$ cat config.mk
export PLATFORM = sky130hd
export DESIGN_NAME = irq_dest_match
export DESIGN_NICKNAME = d
export VERILOG_FILES = /design/src/rtl/irq_dest_pkg.sv /design/src/rtl/irq_dest_decode.sv /design/src/rtl/irq_dest_rr_pick.sv /design/src/rtl/irq_dest_match.sv
export SDC_FILE = /design/constraint.sdc
export NUM_CORES = 2
export LEC_CHECK = 0
export ABC_AREA = 1
export BUFFER_PORTS_ARGS = -buffer_cell sky130_fd_sc_hd__buf_2
export CORE_AREA = 2 2 668 670
export DETAILED_ROUTE_END_ITERATION = 7
export DIE_AREA = 0 0 670 672
export SKIP_CTS_REPAIR_TIMING = 1
export SLEW_MARGIN = 20
export SYNTH_ARGS = -nofsm -noshare
export SYNTH_HDL_FRONTEND = slang
export SYNTH_SLANG_ARGS = --single-unit
$ cat constraint.sdc
create_clock -name clk_i -period 9.72 [get_ports clk_i]
set_input_delay 1.458 -clock clk_i [delete_from_list [all_inputs] [get_ports clk_i]]
set_output_delay 1.458 -clock clk_i [all_outputs]
set_load 0.02 [all_outputs]
$ cat src/rtl/irq_dest_pkg.sv
package irq_dest_pkg;
    typedef enum logic [2:0] {
        DM_FIXED  = 3'd0,
        DM_LOWPRI = 3'd1,
        DM_SMI    = 3'd2,
        DM_RSVD   = 3'd3,
        DM_NMI    = 3'd4,
        DM_INIT   = 3'd5,
        DM_START  = 3'd6,
        DM_EXTINT = 3'd7
    } dmode_e;

    localparam logic [3:0] FMT_FLAT    = 4'hF;
    localparam logic [3:0] FMT_CLUSTER = 4'h0;
    localparam int unsigned DEST_W     = 8;
endpackage

$ cat src/rtl/irq_dest_decode.sv
module irq_dest_decode
    import irq_dest_pkg::*;
#(
    parameter int unsigned N  = 32,
    localparam int unsigned CW = $clog2(N + 1)
) (
    input  logic [DEST_W-1:0]           dest_i,
    input  logic                        logical_i,
    input  logic [2:0]                  mode_i,
    input  logic [CW-1:0]               count_i,
    input  logic [N-1:0][DEST_W-1:0]    phys_id_i,
    input  logic [N-1:0][DEST_W-1:0]    ldr_i,
    input  logic [N-1:0][3:0]           fmt_i,
    output logic [N-1:0]                mask_o,
    output logic                        err_o
);
    logic [N-1:0] phys_mask;
    logic [N-1:0] log_mask;
    logic [N-1:0] bad_fmt;
    logic         unsup;

    always_comb begin
        logic found;
        found     = 1'b0;
        phys_mask = '0;
        log_mask  = '0;
        bad_fmt   = '0;
        for (int i = 0; i < N; i++) begin
            if (i < int'(count_i)) begin
                if (!found && phys_id_i[i] == dest_i) begin
                    phys_mask[i] = 1'b1;
                    found        = 1'b1;
                end
                if (dest_i != '0) begin
                    unique case (fmt_i[i])
                        FMT_FLAT:
                            log_mask[i] = |(dest_i & ldr_i[i]);
                        FMT_CLUSTER:
                            log_mask[i] = (ldr_i[i][7:4] == dest_i[7:4]) &&
                                          (|(ldr_i[i][3:0] & dest_i[3:0]));
                        default:
                            bad_fmt[i] = 1'b1;
                    endcase
                end
            end
        end
    end

    always_comb begin
        unique case (dmode_e'(mode_i))
            DM_FIXED, DM_LOWPRI, DM_EXTINT: unsup = 1'b0;
            default:                        unsup = 1'b1;
        endcase
    end

    assign mask_o = logical_i ? log_mask : phys_mask;
    assign err_o  = unsup || (logical_i && (|bad_fmt));
endmodule

$ cat src/rtl/irq_dest_rr_pick.sv
module irq_dest_rr_pick #(
    parameter int unsigned N  = 32,
    localparam int unsigned TW = $clog2(N)
) (
    input  logic [N-1:0]  mask_i,
    input  logic [TW-1:0] last_i,
    output logic [TW-1:0] pick_o,
    output logic          any_o
);
    always_comb begin
        pick_o = '0;
        any_o  = 1'b0;
        for (int k = 1; k <= N; k++) begin
            int j;
            j = (int'(last_i) + k) % N;
            if (!any_o && mask_i[j]) begin
                pick_o = TW'(j);
                any_o  = 1'b1;
            end
        end
    end
endmodule

$ cat src/rtl/irq_dest_match.sv
module irq_dest_match
    import irq_dest_pkg::*;
#(
    parameter int unsigned N  = 32,
    parameter int unsigned NV = 16,
    localparam int unsigned TW = $clog2(N),
    localparam int unsigned VW = $clog2(NV),
    localparam int unsigned CW = $clog2(N + 1)
) (
    input  logic               clk_i,
    input  logic               rst_ni,
    input  logic               req_valid_i,
    input  logic [7:0]         req_dest_i,
    input  logic               req_logical_i,
    input  logic [2:0]         req_mode_i,
    input  logic [VW-1:0]      req_vec_i,
    input  logic               req_level_i,
    input  logic [CW-1:0]      tgt_count_i,
    input  logic [N*8-1:0]     tgt_phys_id_i,
    input  logic [N*8-1:0]     tgt_ldr_i,
    input  logic [N*4-1:0]     tgt_fmt_i,
    input  logic               clr_valid_i,
    input  logic [TW-1:0]      clr_tgt_i,
    input  logic [VW-1:0]      clr_vec_i,
    output logic               ready_o,
    output logic               err_o,
    output logic               warn_o,
    output logic [N*NV-1:0]    irr_o,
    output logic [N*NV-1:0]    tmr_o
);
    typedef struct packed {
        logic [N-1:0]           pend;
        logic [VW-1:0]          vec;
        logic                   lvl;
        logic [N-1:0][NV-1:0]   irr;
        logic [N-1:0][NV-1:0]   tmr;
        logic [NV-1:0][TW-1:0]  rr;
        logic                   err;
        logic                   warn;
    } state_t;

    state_t st_d, st_q;

    logic [N-1:0]  dec_mask;
    logic          dec_err;
    logic [TW-1:0] pick_idx;
    logic          pick_any;
    logic [TW-1:0] wr_t;
    logic          wr_any;
    logic          accept;

    irq_dest_decode #(.N(N)) u_decode (
        .dest_i    (req_dest_i),
        .logical_i (req_logical_i),
        .mode_i    (req_mode_i),
        .count_i   (tgt_count_i),
        .phys_id_i (tgt_phys_id_i),
        .ldr_i     (tgt_ldr_i),
        .fmt_i     (tgt_fmt_i),
        .mask_o    (dec_mask),
        .err_o     (dec_err)
    );

    irq_dest_rr_pick #(.N(N)) u_pick (
        .mask_i (dec_mask),
        .last_i (st_q.rr[req_vec_i]),
        .pick_o (pick_idx),
        .any_o  (pick_any)
    );

    always_comb begin
        wr_t   = '0;
        wr_any = 1'b0;
        for (int i = N - 1; i >= 0; i--) begin
            if (st_q.pend[i]) begin
                wr_t   = TW'(i);
                wr_any = 1'b1;
            end
        end
    end

    assign ready_o = (st_q.pend == '0);
    assign accept  = req_valid_i && ready_o;

    always_comb begin
        st_d      = st_q;
        st_d.err  = 1'b0;
        st_d.warn = 1'b0;
        if (wr_any) begin
            st_d.warn = st_q.lvl && st_q.irr[wr_t][st_q.vec];
        end
        if (clr_valid_i) begin
            st_d.irr[clr_tgt_i][clr_vec_i] = 1'b0;
        end
        if (wr_any) begin
            st_d.irr[wr_t][st_q.vec] = 1'b1;
            if (st_q.lvl) begin
                st_d.tmr[wr_t][st_q.vec] = 1'b1;
            end
            st_d.pend[wr_t] = 1'b0;
        end
        if (accept) begin
            st_d.vec = req_vec_i;
            st_d.lvl = req_level_i;
            st_d.err = dec_err;
            unique case (dmode_e'(req_mode_i))
                DM_FIXED, DM_EXTINT: st_d.pend = dec_mask;
                DM_LOWPRI: begin
                    if (pick_any) begin
                        st_d.pend           = '0;
                        st_d.pend[pick_idx] = 1'b1;
                        st_d.rr[req_vec_i]  = pick_idx;
                    end
                end
                default: st_d.pend = '0;
            endcase
        end
    end

    always_ff @(posedge clk_i) begin
        if (!rst_ni) begin
            st_q      <= '0;
            st_q.rr   <= {NV{TW'(N - 1)}};
        end else begin
            st_q      <= st_d;
        end
    end

    assign err_o  = st_q.err;
    assign warn_o = st_q.warn;
    assign irr_o  = st_q.irr;
    assign tmr_o  = st_q.tmr;
endmodule

==> reports/results.tsv <==
metric	value	unit
outcome	finished, final reports clean	
Final period util	79.5	%
Worst-path clk slew	0.06	ns
P_sw	20.1	mW
WHS	0.449	ns
nets@finish	10200	
R2R setup slack	2.99	ns
DP HPWL	420000	um
Post-Place Cells	15200	
port buffer count	1702	
CP max stage delay	0.53	ns
mux share of post-synthesis cell area	0.0784	%
effective utilization at floorplan	14.4	%
area leader, netlist	dfxtp_1	
Fill cells	50800	
start point of the worst min-delay path	tmr_o[252]	
most used cell, CP	nand2_1	
Yosys top cell area share	35.8	%
WHS Path Cells	2	
most frequent cells in the layout	1732 x nand2_1, 1693 x buf_2, 1218 x o21ai_0	
Hold Path Class	reg -> reg	
DIE AREA	450000	sq um
critical path endpoint category	flop	
vias per cell	4.53	
Net Sw Frac	61.5	%
initial antenna violation count	98	
IO Pins	1703	
Die W	670	um
area growth from synthesis to layout	21.5	%
crit start category	input pin	
Max clock buf depth	4	
Critical Path AT	8.46	ns
CTS tree	done	
largest family of logic cells by synthesized area	compound AO/OA/AOI/OAI gates	
post-route cell area	77600	sq um
Synth Area in Simple Gates	19.8	%
RR Endpoint	warn_o	
row count	245	
Comb power frac	68.4	%
worst setup path class	in -> reg	
total power	32.7	mW
Final Setup Violations	0	
antenna-violating nets left	0	
Clk network pwr share	16.5	%
Final Instance Count excl. Fillers	15400	
CP Max Fanout	29	
final wirelength	513000	um
Critical-path top delay cell	nor4_1	
Max Freq	129	MHz
htree depth	4	
Post-Route Skew	0.0477	ns
sequential fraction of the synthesis area	35.8	%
GR Util All Layers	21.7	%
r2r startpoint	st_q[1142]	
Iter 0 DRT Violations	8840	
YS warnings	0	
RSZ-0062 raised after global routing	false	
Remaining DRCs	0	
Worst Path Required	10.46	ns
Synth Area in Adders	2.74	%
Leak	32.5	nW
Place WS	1.14	ns
cell count after synthesis	8780	
compound-gate portion of the synthesized area	20.7	%
Setup TNS	0	ns
xor/xnor cell area share of the yosys netlist	2.96	%
Initial DRT Pass Iterations	6	
top cells by area, synth	dfxtp_1 36%, buf_4 12%, nand2_1 10%	
Internal	12.6	mW
Final Hold Viols	0	
min Tclk post-route	7.72	ns
# Max-Cap Violations	0	
core area	444000	sq um
Die Y	672	um
Routed WL per cell	33.2	um
Sequential Power Share	15.1	%
vias in the first global route	64300	
largest net degree at the start of global routing	196	
CTS Root Cell	clkbuf_16	
Worst Tran Pin Value	1.47	ns
Util after Layout	17.5	%
Synth cell types	64	
CTS buffer count	139	
proportion of layout cells with a drive suffix above 1	25.9	%
Clk Latency, worst-skew pair	0.85	ns
post-synthesis net count	9596	
CTS sink cnt	1143	
Final Wtd Congestion	0.980	
Max Slew Vio Count	0	
hold endpoint	tmr_o[252]	
global-route wire length before repair	651000	um
R2R cell count	33	
Power Density	421	nW/um^2
commonest non-fill, non-tap cell in the layout	nand2_1	
worst setup margin	2.00	ns
Max IR drop VDD	0.000701	V
Post-DP Area	73000	sq um
Mapped Area	63800	sq um
FF+latch count, synth	1143	
GRT overflow	0	
syn_area_per_cell	7.27	sq um
Via Count	69800	
slew margin rel.	1.72	%
## logic make-up (layout without fill, tap and decap cells)
logic type / Yosys count / in the layout
muxes: 5 / 5
buffers and inverters: 1952 / 2637
DFF: 1143 / 1143
and+or+nand+nor: 2918 / 2918
other: 0 / 41
adders and majority gates: 140 / 140
xor gates and xnor gates: 216 / 216
AOI/OAI and AO/OA: 2406 / 2406
## synthesized netlist by cell type (all sizes together)
library cell / count
o211ai: 20
a31oi: 21
a311oi: 2
a2111oi: 3
a211oi: 2
clkbuf: 423
xor2: 82
nor3: 101
nor3b: 3
a22oi: 41
a21boi: 1
ha: 140
xnor2: 134
dfxtp: 1143
buf: 1126
o21a: 5
o41ai: 30
o21bai: 3
a22o: 33
or4: 34
clkinv: 10
nor4: 56
and3: 3
o2111ai: 22
a21oi: 657
inv: 393
a221oi: 40
o22ai: 165
nand4: 153
nand3: 193
nand3b: 12
o2111a: 1
mux2i: 5
nor2: 564
o221ai: 23
nand2: 1765
o31ai: 60
or2: 34
a32oi: 4
o21ai: 1273
## worst max-delay path: cells and delay by family
kind / cells / cell delay [ns]
buffers and inverters: 7 / 1.60
and+or+nand+nor: 28 / 3.85
AOI/OAI and AO/OA: 8 / 1.50
## final cells by class
| class | instances | area, sq um | share of cell area, % |
|---|---|---|---|
| inverters | 403 | 1550 | 1.99 |
| clock inverters | 36 | 492 | 0.634 |
| clock buffers | 199 | 4030 | 5.19 |
| well taps | 5928 | 7420 | 9.56 |
| repair buffers | 1999 | 11000 | 14.2 |
| multi-input cells | 5685 | 30100 | 38.8 |
| flip-flops and latches | 1143 | 22900 | 29.5 |
| diodes | 41 | 103 | 0.132 |
## registers in the layout, indices dropped and copies added (netlist names)
signal	count
err_o	1
warn_o	1
irr_o	512
st_q	117
tmr_o	512
## power groups by stage
stage / Clock [mW] / Combinational, mW / Sequential, mW
6_report: 5.39 / 22.4 / 4.95
5_1_grt: 5.60 / 23.1 / 4.96
4_1_cts: 5.43 / 22.7 / 4.95
3_5_place_dp: 0 / 22.6 / 5.05
3_3_place_gp: 0 / 22.6 / 5.05
2_1_floorplan: 0 / 8.64 / 4.98
## worst max path at each step
stage                               from         end  slack (ns)  cells past startpoint
after global routing      tgt_count_i[5]  st_q[1133]        1.19                     54
final                      req_dest_i[3]  st_q[1118]        2.00                     43
after CTS                  req_dest_i[0]  st_q[1138]        2.00                     45
after floorplan             req_vec_i[0]  st_q[1142]        2.39                     43
after detailed placement   req_dest_i[0]  st_q[1142]        1.14                     45
after global placement     tgt_fmt_i[53]  st_q[1134]        1.07                     45
## layer usage
layer | wire length (um) | global-route usage (%) | up-vias
met5 | 185 | 0 | -
met4 | 42000 | 14.4 | 30
met3 | 50700 | 6.25 | 1192
met2 | 235000 | 35.7 | 4811
met1 | 185000 | 24.4 | 33800
li1 | - | - | 30000
Power figures use the tool's default switching activity.
